`config.mk`:
```
export PLATFORM = sky130hd
export DESIGN_NAME = remap_pause_ctrl
export DESIGN_NICKNAME = d
export VERILOG_FILES = /design/src/rtl/remap_pkg.sv /design/src/rtl/remap_win_match.sv /design/src/rtl/remap_xlate.sv /design/src/rtl/remap_regs.sv /design/src/rtl/remap_pause_ctrl.sv
export SDC_FILE = /design/constraint.sdc
export NUM_CORES = 1
export LEC_CHECK = 0
export BUFFER_PORTS_ARGS = -buffer_cell sky130_fd_sc_hd__buf_2
export CORE_MARGIN = 4
export CORE_UTILIZATION = 53
export CTS_CLUSTER_DIAMETER = 120
export DETAILED_ROUTE_END_ITERATION = 12
export PLACE_DENSITY_LB_ADDON = 0.2
export SYNTH_ARGS = -nofsm -noshare
export SYNTH_HDL_FRONTEND = slang
export SYNTH_SLANG_ARGS = --single-unit
```
`constraint.sdc`:
```
create_clock -name clk -period 8.7 [get_ports clk]
set_input_delay 1.74 -clock clk [delete_from_list [all_inputs] [get_ports clk]]
set_output_delay 1.74 -clock clk [all_outputs]
set_load 0.005 [all_outputs]
```
`src/rtl/remap_pkg.sv`:
```
package remap_pkg;
  localparam int REG_AW = 6;
  typedef logic [REG_AW-1:0] reg_off_t;

  localparam reg_off_t OFF_IDENT  = 6'h00;
  localparam reg_off_t OFF_PAUSE  = 6'h08;
  localparam reg_off_t OFF_LEAVE  = 6'h20;
  localparam reg_off_t OFF_PORSTS = 6'h30;
  localparam reg_off_t OFF_PORCLR = 6'h34;
endpackage

```
`src/rtl/remap_win_match.sv`:
```
module remap_win_match #(
  parameter int ADDR_W = 32
) (
  input  logic              en,
  input  logic [ADDR_W-1:0] lo,
  input  logic [ADDR_W-1:0] hi,
  input  logic [ADDR_W-1:0] addr,
  output logic              hit
);
  // Both bounds are inclusive.
  always_comb begin
    hit = en && (addr >= lo) && (addr <= hi);
  end
endmodule

```
`src/rtl/remap_xlate.sv`:
```
module remap_xlate #(
  parameter int ADDR_W  = 32,
  parameter int NUM_WIN = 3
) (
  input  logic                            boot_active,
  input  logic [NUM_WIN-1:0]              hits,
  input  logic [NUM_WIN-1:0][ADDR_W-1:0]  lo,
  input  logic [NUM_WIN-1:0][ADDR_W-1:0]  target,
  input  logic [ADDR_W-1:0]               addr_in,
  output logic [ADDR_W-1:0]               addr_out
);
  logic              found;
  logic [ADDR_W-1:0] reloc;

  // Walk from the highest index down so the lowest matching window wins.
  always_comb begin
    found = 1'b0;
    reloc = addr_in;
    for (int i = NUM_WIN - 1; i >= 0; i--) begin
      if (hits[i]) begin
        found = 1'b1;
        reloc = target[i] + (addr_in - lo[i]);
      end
    end
    addr_out = (boot_active && found) ? reloc : addr_in;
  end
endmodule

```
`src/rtl/remap_regs.sv`:
```
module remap_regs
  import remap_pkg::*;
#(
  parameter int          DATA_W   = 32,
  parameter logic [31:0] ID_VALUE = 32'h5250_0A01
) (
  input  logic              clk,
  input  logic              rst,
  input  logic              boot_strap,
  input  logic              sel,
  input  logic              we,
  input  reg_off_t          off,
  input  logic [DATA_W-1:0] wdata,
  input  logic              wake,
  output logic [DATA_W-1:0] rdata,
  output logic              halt,
  output logic              boot_active,
  output logic              por_flag
);
  logic              wr_pause, wr_leave, wr_porclr, rd_req;
  logic [DATA_W-1:0] rd_val;
  logic              boot_q, por_q, halt_q;
  logic [DATA_W-1:0] rdata_q;

  always_comb begin
    wr_pause  = sel && we && (off == OFF_PAUSE);
    wr_leave  = sel && we && (off == OFF_LEAVE);
    wr_porclr = sel && we && (off == OFF_PORCLR) && wdata[0];
    rd_req    = sel && !we;
    case (off)
      OFF_IDENT:  rd_val = DATA_W'(ID_VALUE);
      OFF_PORSTS: rd_val = DATA_W'(por_q);
      default:    rd_val = '0;
    endcase
  end

  always_ff @(posedge clk) begin
    if (rst) begin
      boot_q  <= boot_strap;
      por_q   <= 1'b1;
      halt_q  <= 1'b0;
      rdata_q <= '0;
    end else begin
      if (wr_leave)  boot_q <= 1'b0;
      if (wr_porclr) por_q  <= 1'b0;
      if (wr_pause)  halt_q <= 1'b1;
      else if (wake) halt_q <= 1'b0;
      rdata_q <= rd_req ? rd_val : '0;
    end
  end

  assign rdata       = rdata_q;
  assign halt        = halt_q;
  assign boot_active = boot_q;
  assign por_flag    = por_q;
endmodule

```
`src/rtl/remap_pause_ctrl.sv`:
```
module remap_pause_ctrl
  import remap_pkg::*;
#(
  parameter int          ADDR_W   = 32,
  parameter int          DATA_W   = 32,
  parameter int          NUM_WIN  = 3,
  parameter logic [31:0] ID_VALUE = 32'h5250_0A01
) (
  input  logic                           clk,
  input  logic                           rst,
  input  logic                           boot_strap,
  input  logic [NUM_WIN-1:0]             win_en,
  input  logic [NUM_WIN-1:0][ADDR_W-1:0] win_start,
  input  logic [NUM_WIN-1:0][ADDR_W-1:0] win_end,
  input  logic [NUM_WIN-1:0][ADDR_W-1:0] win_target,
  input  logic [ADDR_W-1:0]              cpu_addr,
  output logic [ADDR_W-1:0]              sys_addr,
  input  logic                           reg_sel,
  input  logic                           reg_we,
  input  logic [REG_AW-1:0]              reg_addr,
  input  logic [DATA_W-1:0]              reg_wdata,
  output logic [DATA_W-1:0]              reg_rdata,
  input  logic                           wake,
  output logic                           halt
);
  logic [NUM_WIN-1:0] hits;
  logic               boot_q;
  logic               por_q;

  for (genvar g = 0; g < NUM_WIN; g++) begin : g_win
    remap_win_match #(.ADDR_W(ADDR_W)) u_match (
      .en   (win_en[g]),
      .lo   (win_start[g]),
      .hi   (win_end[g]),
      .addr (cpu_addr),
      .hit  (hits[g])
    );
  end

  remap_xlate #(.ADDR_W(ADDR_W), .NUM_WIN(NUM_WIN)) u_xlate (
    .boot_active (boot_q),
    .hits        (hits),
    .lo          (win_start),
    .target      (win_target),
    .addr_in     (cpu_addr),
    .addr_out    (sys_addr)
  );

  remap_regs #(.DATA_W(DATA_W), .ID_VALUE(ID_VALUE)) u_regs (
    .clk         (clk),
    .rst         (rst),
    .boot_strap  (boot_strap),
    .sel         (reg_sel),
    .we          (reg_we),
    .off         (reg_addr),
    .wdata       (reg_wdata),
    .wake        (wake),
    .rdata       (reg_rdata),
    .halt        (halt),
    .boot_active (boot_q),
    .por_flag    (por_q)
  );
endmodule

```
==> impl_metrics.ini <==
[sta]
final-max-slew-violation-count = 0
slew_headroom_pct = 33.93
setup_viol_count_final = 0
final.setup_skew_ps = 0.01653
setup-tns-final_ps = 0
transition_time_at_the_pin_with_the_least_slew_margin_ps = 980.8
hold_viol = 0
worst_hold_slack_ps = 456.8
achievable-frequency_mhz = 128.7
setup_ws_ps = 932.3
period_minus_slack_ps = 7768
rsz0062_at_grt = false
fin_crit_sh_pct = 89.28

[route]
vias_per_cell = 5.671
dr.first_iter.drc_count = 1223
route.detailed.drc = 0
drt-total-wl_um = 49860
route.vias.total = 14940
detail-route-antenna-nets = 0
post_drt_wl_per_cell_um = 18.92
drt_pass1_iterations = 6

[logic_synthesis]
synth_sequential_area_ratio_pct = 0.7968
yosysTopAreaCellShare_pct = 25.81
synth_warnings = 0
synth_enable_flop_cells = 1
distinct_cell_type_count_after_synthesis = 80
synth_top_cells_by_area = ha_1, inv_1, fa_1
synthMostInstantiatedCell = inv_1
dominantRegCellSynth = dfxtp_1
synth.top_cells.by_count = inv_1, ha_1, a21oi_1, nand2_1, fa_1
post_synth_inst_count = 1942
postSynth.asyncResetShare_pct = 0
synthDominantAreaCellType = ha_1
synth.ff_latch_count = 5
syn_area_per_cell_um2 = 7.115
syn_area_mm2 = 0.01382

[clocking]
post-cts-setup-buffers = 0
numClockSinks = 5
clk_pin_slew_worst_paths_ps = 30
ctsResizeCount = 0
cts_hold_repair.buffers = 0
cts_max_path_buffers = 2
cts_buffers = 3
cts_max_level = 1
tritoncts = built
clockRootBuffer = clkbuf_16
clk_latency_ps = 220

[finish]
finish.cell_count_without_fillers = 2635
design_area_final_mm2 = 0.01604
multi_input_gate_area_in_the_final_layout_mm2 = 0.01152
filler_cell_count = 2409
layout-drive-gt1-share_pct = 17.66
syn_to_final_growth_pct = 16.10
fin_nets = 3050
reg_area_um2 = 110.1

[min_path]
worstHoldStart = u_regs.por_flag$_SDFFE_PP1P_
hp-class = register to register

[setup_path]
startpoint_type = input port
path_cells = buf_2 -> inv_1 -> fa_1 -> inv_1 -> ha_1 -> nor2b_1 -> o31ai_1 -> a21oi_1 -> a31oi_1 -> o21ai_1 -> a221oi_1 -> o21a_1 -> o21ai_0 -> xnor2_1 -> o211ai_1 -> buf_2
crit_fanout = 9
critical_path.n_buffers_inverters = 4
worst_path_slowest_cell = a31oi_1
timing.critical_path.slowest_cell_delay_ps = 560
critical_path.top_delay_family = compound AO/OA/AOI/OAI gates
arrival_ps = 6030
path_class = input port to output pin
endpoint_kind = output pin
cp.required_ps = 6960
crit_start = cpu_addr[2]
timing.rr.start = u_regs.por_flag$_SDFFE_PP1P_

[die]
row_count = 58
die_x_um = 169.5
initial_core_util_pct = 54.40
die_area_mm2 = 0.02872
core_area_mm2 = 0.02540
boundaryPins = 432
die_extent_in_y_um = 169.5

[grt]
grt_pass1_wl_um = 75380
grt_pass1_vias = 14540
number_of_antenna_violations_at_the_first_check_in_global_routing = 2
global_route.overflow_total = 0
grt_use_total_pct = 33.12
grt_max_degree = 37

[placement]
placed_cells = 2630
finalWeightedCongestion = 1.011
numPortBuffers = 376
detailed_place.area_mm2 = 0.01596
place.detailed.hpwl_um = 43720
dp_worst_setup_slack_ps = 980.5

[pwr]
vdd_drop_max_mv = 0.08000
p_leak_nw = 9.567
comb_power_share_pct = 93.7
p_switching_mw = 0.8906
sw_frac_of_total_pct = 55.80
power.sequential.fraction_pct = 1.6
internal-power_mw = 0.7056
powerDensity_mw_per_mm2 = 99.50
clkPwrFrac_pct = 4.7

[job]
cap_viol_max_count = 0

[status]
run_status = finished, final reports clean
[kinds of logic (layout without fill, tap and decap cells)]
group,after synthesis,after routing,synth area share (%)
buffers and inverters,574,913,16.50
AO/OA/AOI/OAI,500,500,23.52
AND/OR/NAND/NOR,380,380,13.16
adder cells (fa/ha/maj),378,378,39.28
XOR/XNOR,89,89,5.641
multiplexers,15,15,1.087
flip-flops,5,5,0.7968
other,1,25,0.02714
[worst reg2reg max path, cell delays in order, from the launching register on]
cell and delay, ps:
dfxtp_1 320, nand3_1 70, a21oi_1 150
[layout by cell type (no fill, tap or decap), types with 31 or more instances in the layout]
master,Yosys,final
nand2_1,123,123
inv_1,523,523
xnor2_1,65,65
nand3_1,31,31
o21ai_1,31,31
a21o_1,52,52
nand4_1,34,34
ha_1,285,285
a21oi_1,150,149
o21ai_0,79,79
fa_1,93,93
nor2_1,90,90
buf_2,4,376
[metal layers]
layer / track usage, % / routed length [um]
met5: 0 / 0
met3: 4.449 / 4548
met4: 13.09 / 2332
met1: 44.07 / 20590
met2: 54.59 / 22400
[cell type report]
class	count	share of cell area, %
multi-input cells	1386	71.80
inverters	523	12.24
flip-flops and latches	5	0.6863
clock buffers	4	0.4913
repair buffers	386	12.20
diodes	1	0.01560
well taps	330	2.574
[flip-flops by register name (all words and copies together) (netlist names)]
signal and flops:
u_regs.rdata 2, u_regs.boot_active 1, u_regs.halt 1, u_regs.por_flag 1
[power by group through the flow]
stage | registers, mW | logic, mW | clock network [mW]
floorplan | 0.0251 | 1.03 | 0
global placement | 0.0259 | 1.43 | 0
detailed placement | 0.0259 | 1.46 | 0
CTS | 0.0256 | 1.47 | 0.0757
global route | 0.0256 | 1.66 | 0.0792
finish | 0.0256 | 1.50 | 0.0748
[path summary, 6_finish.rpt]
kind,end,slack (ps),cells after the start
hold reg to reg,u_regs.por_flag$_SDFFE_PP1P_,460,1
setup / recovery,sys_addr[28],930,16
setup reg to reg,u_regs.rdata[0]$_SDFF_PP0_,8100,2
hold / removal,u_regs.por_flag$_SDFFE_PP1P_,460,1
[per-stage QoR]
step	power (mW)	utilization, %
4_1_cts	1.571	63.15
2_1_floorplan	1.051	-
6_report	1.596	63.16
5_1_grt	1.763	63.16
3_3_place_gp	1.461	62.84
3_5_place_dp	1.485	62.84
(Power assumes the default switching activity.)
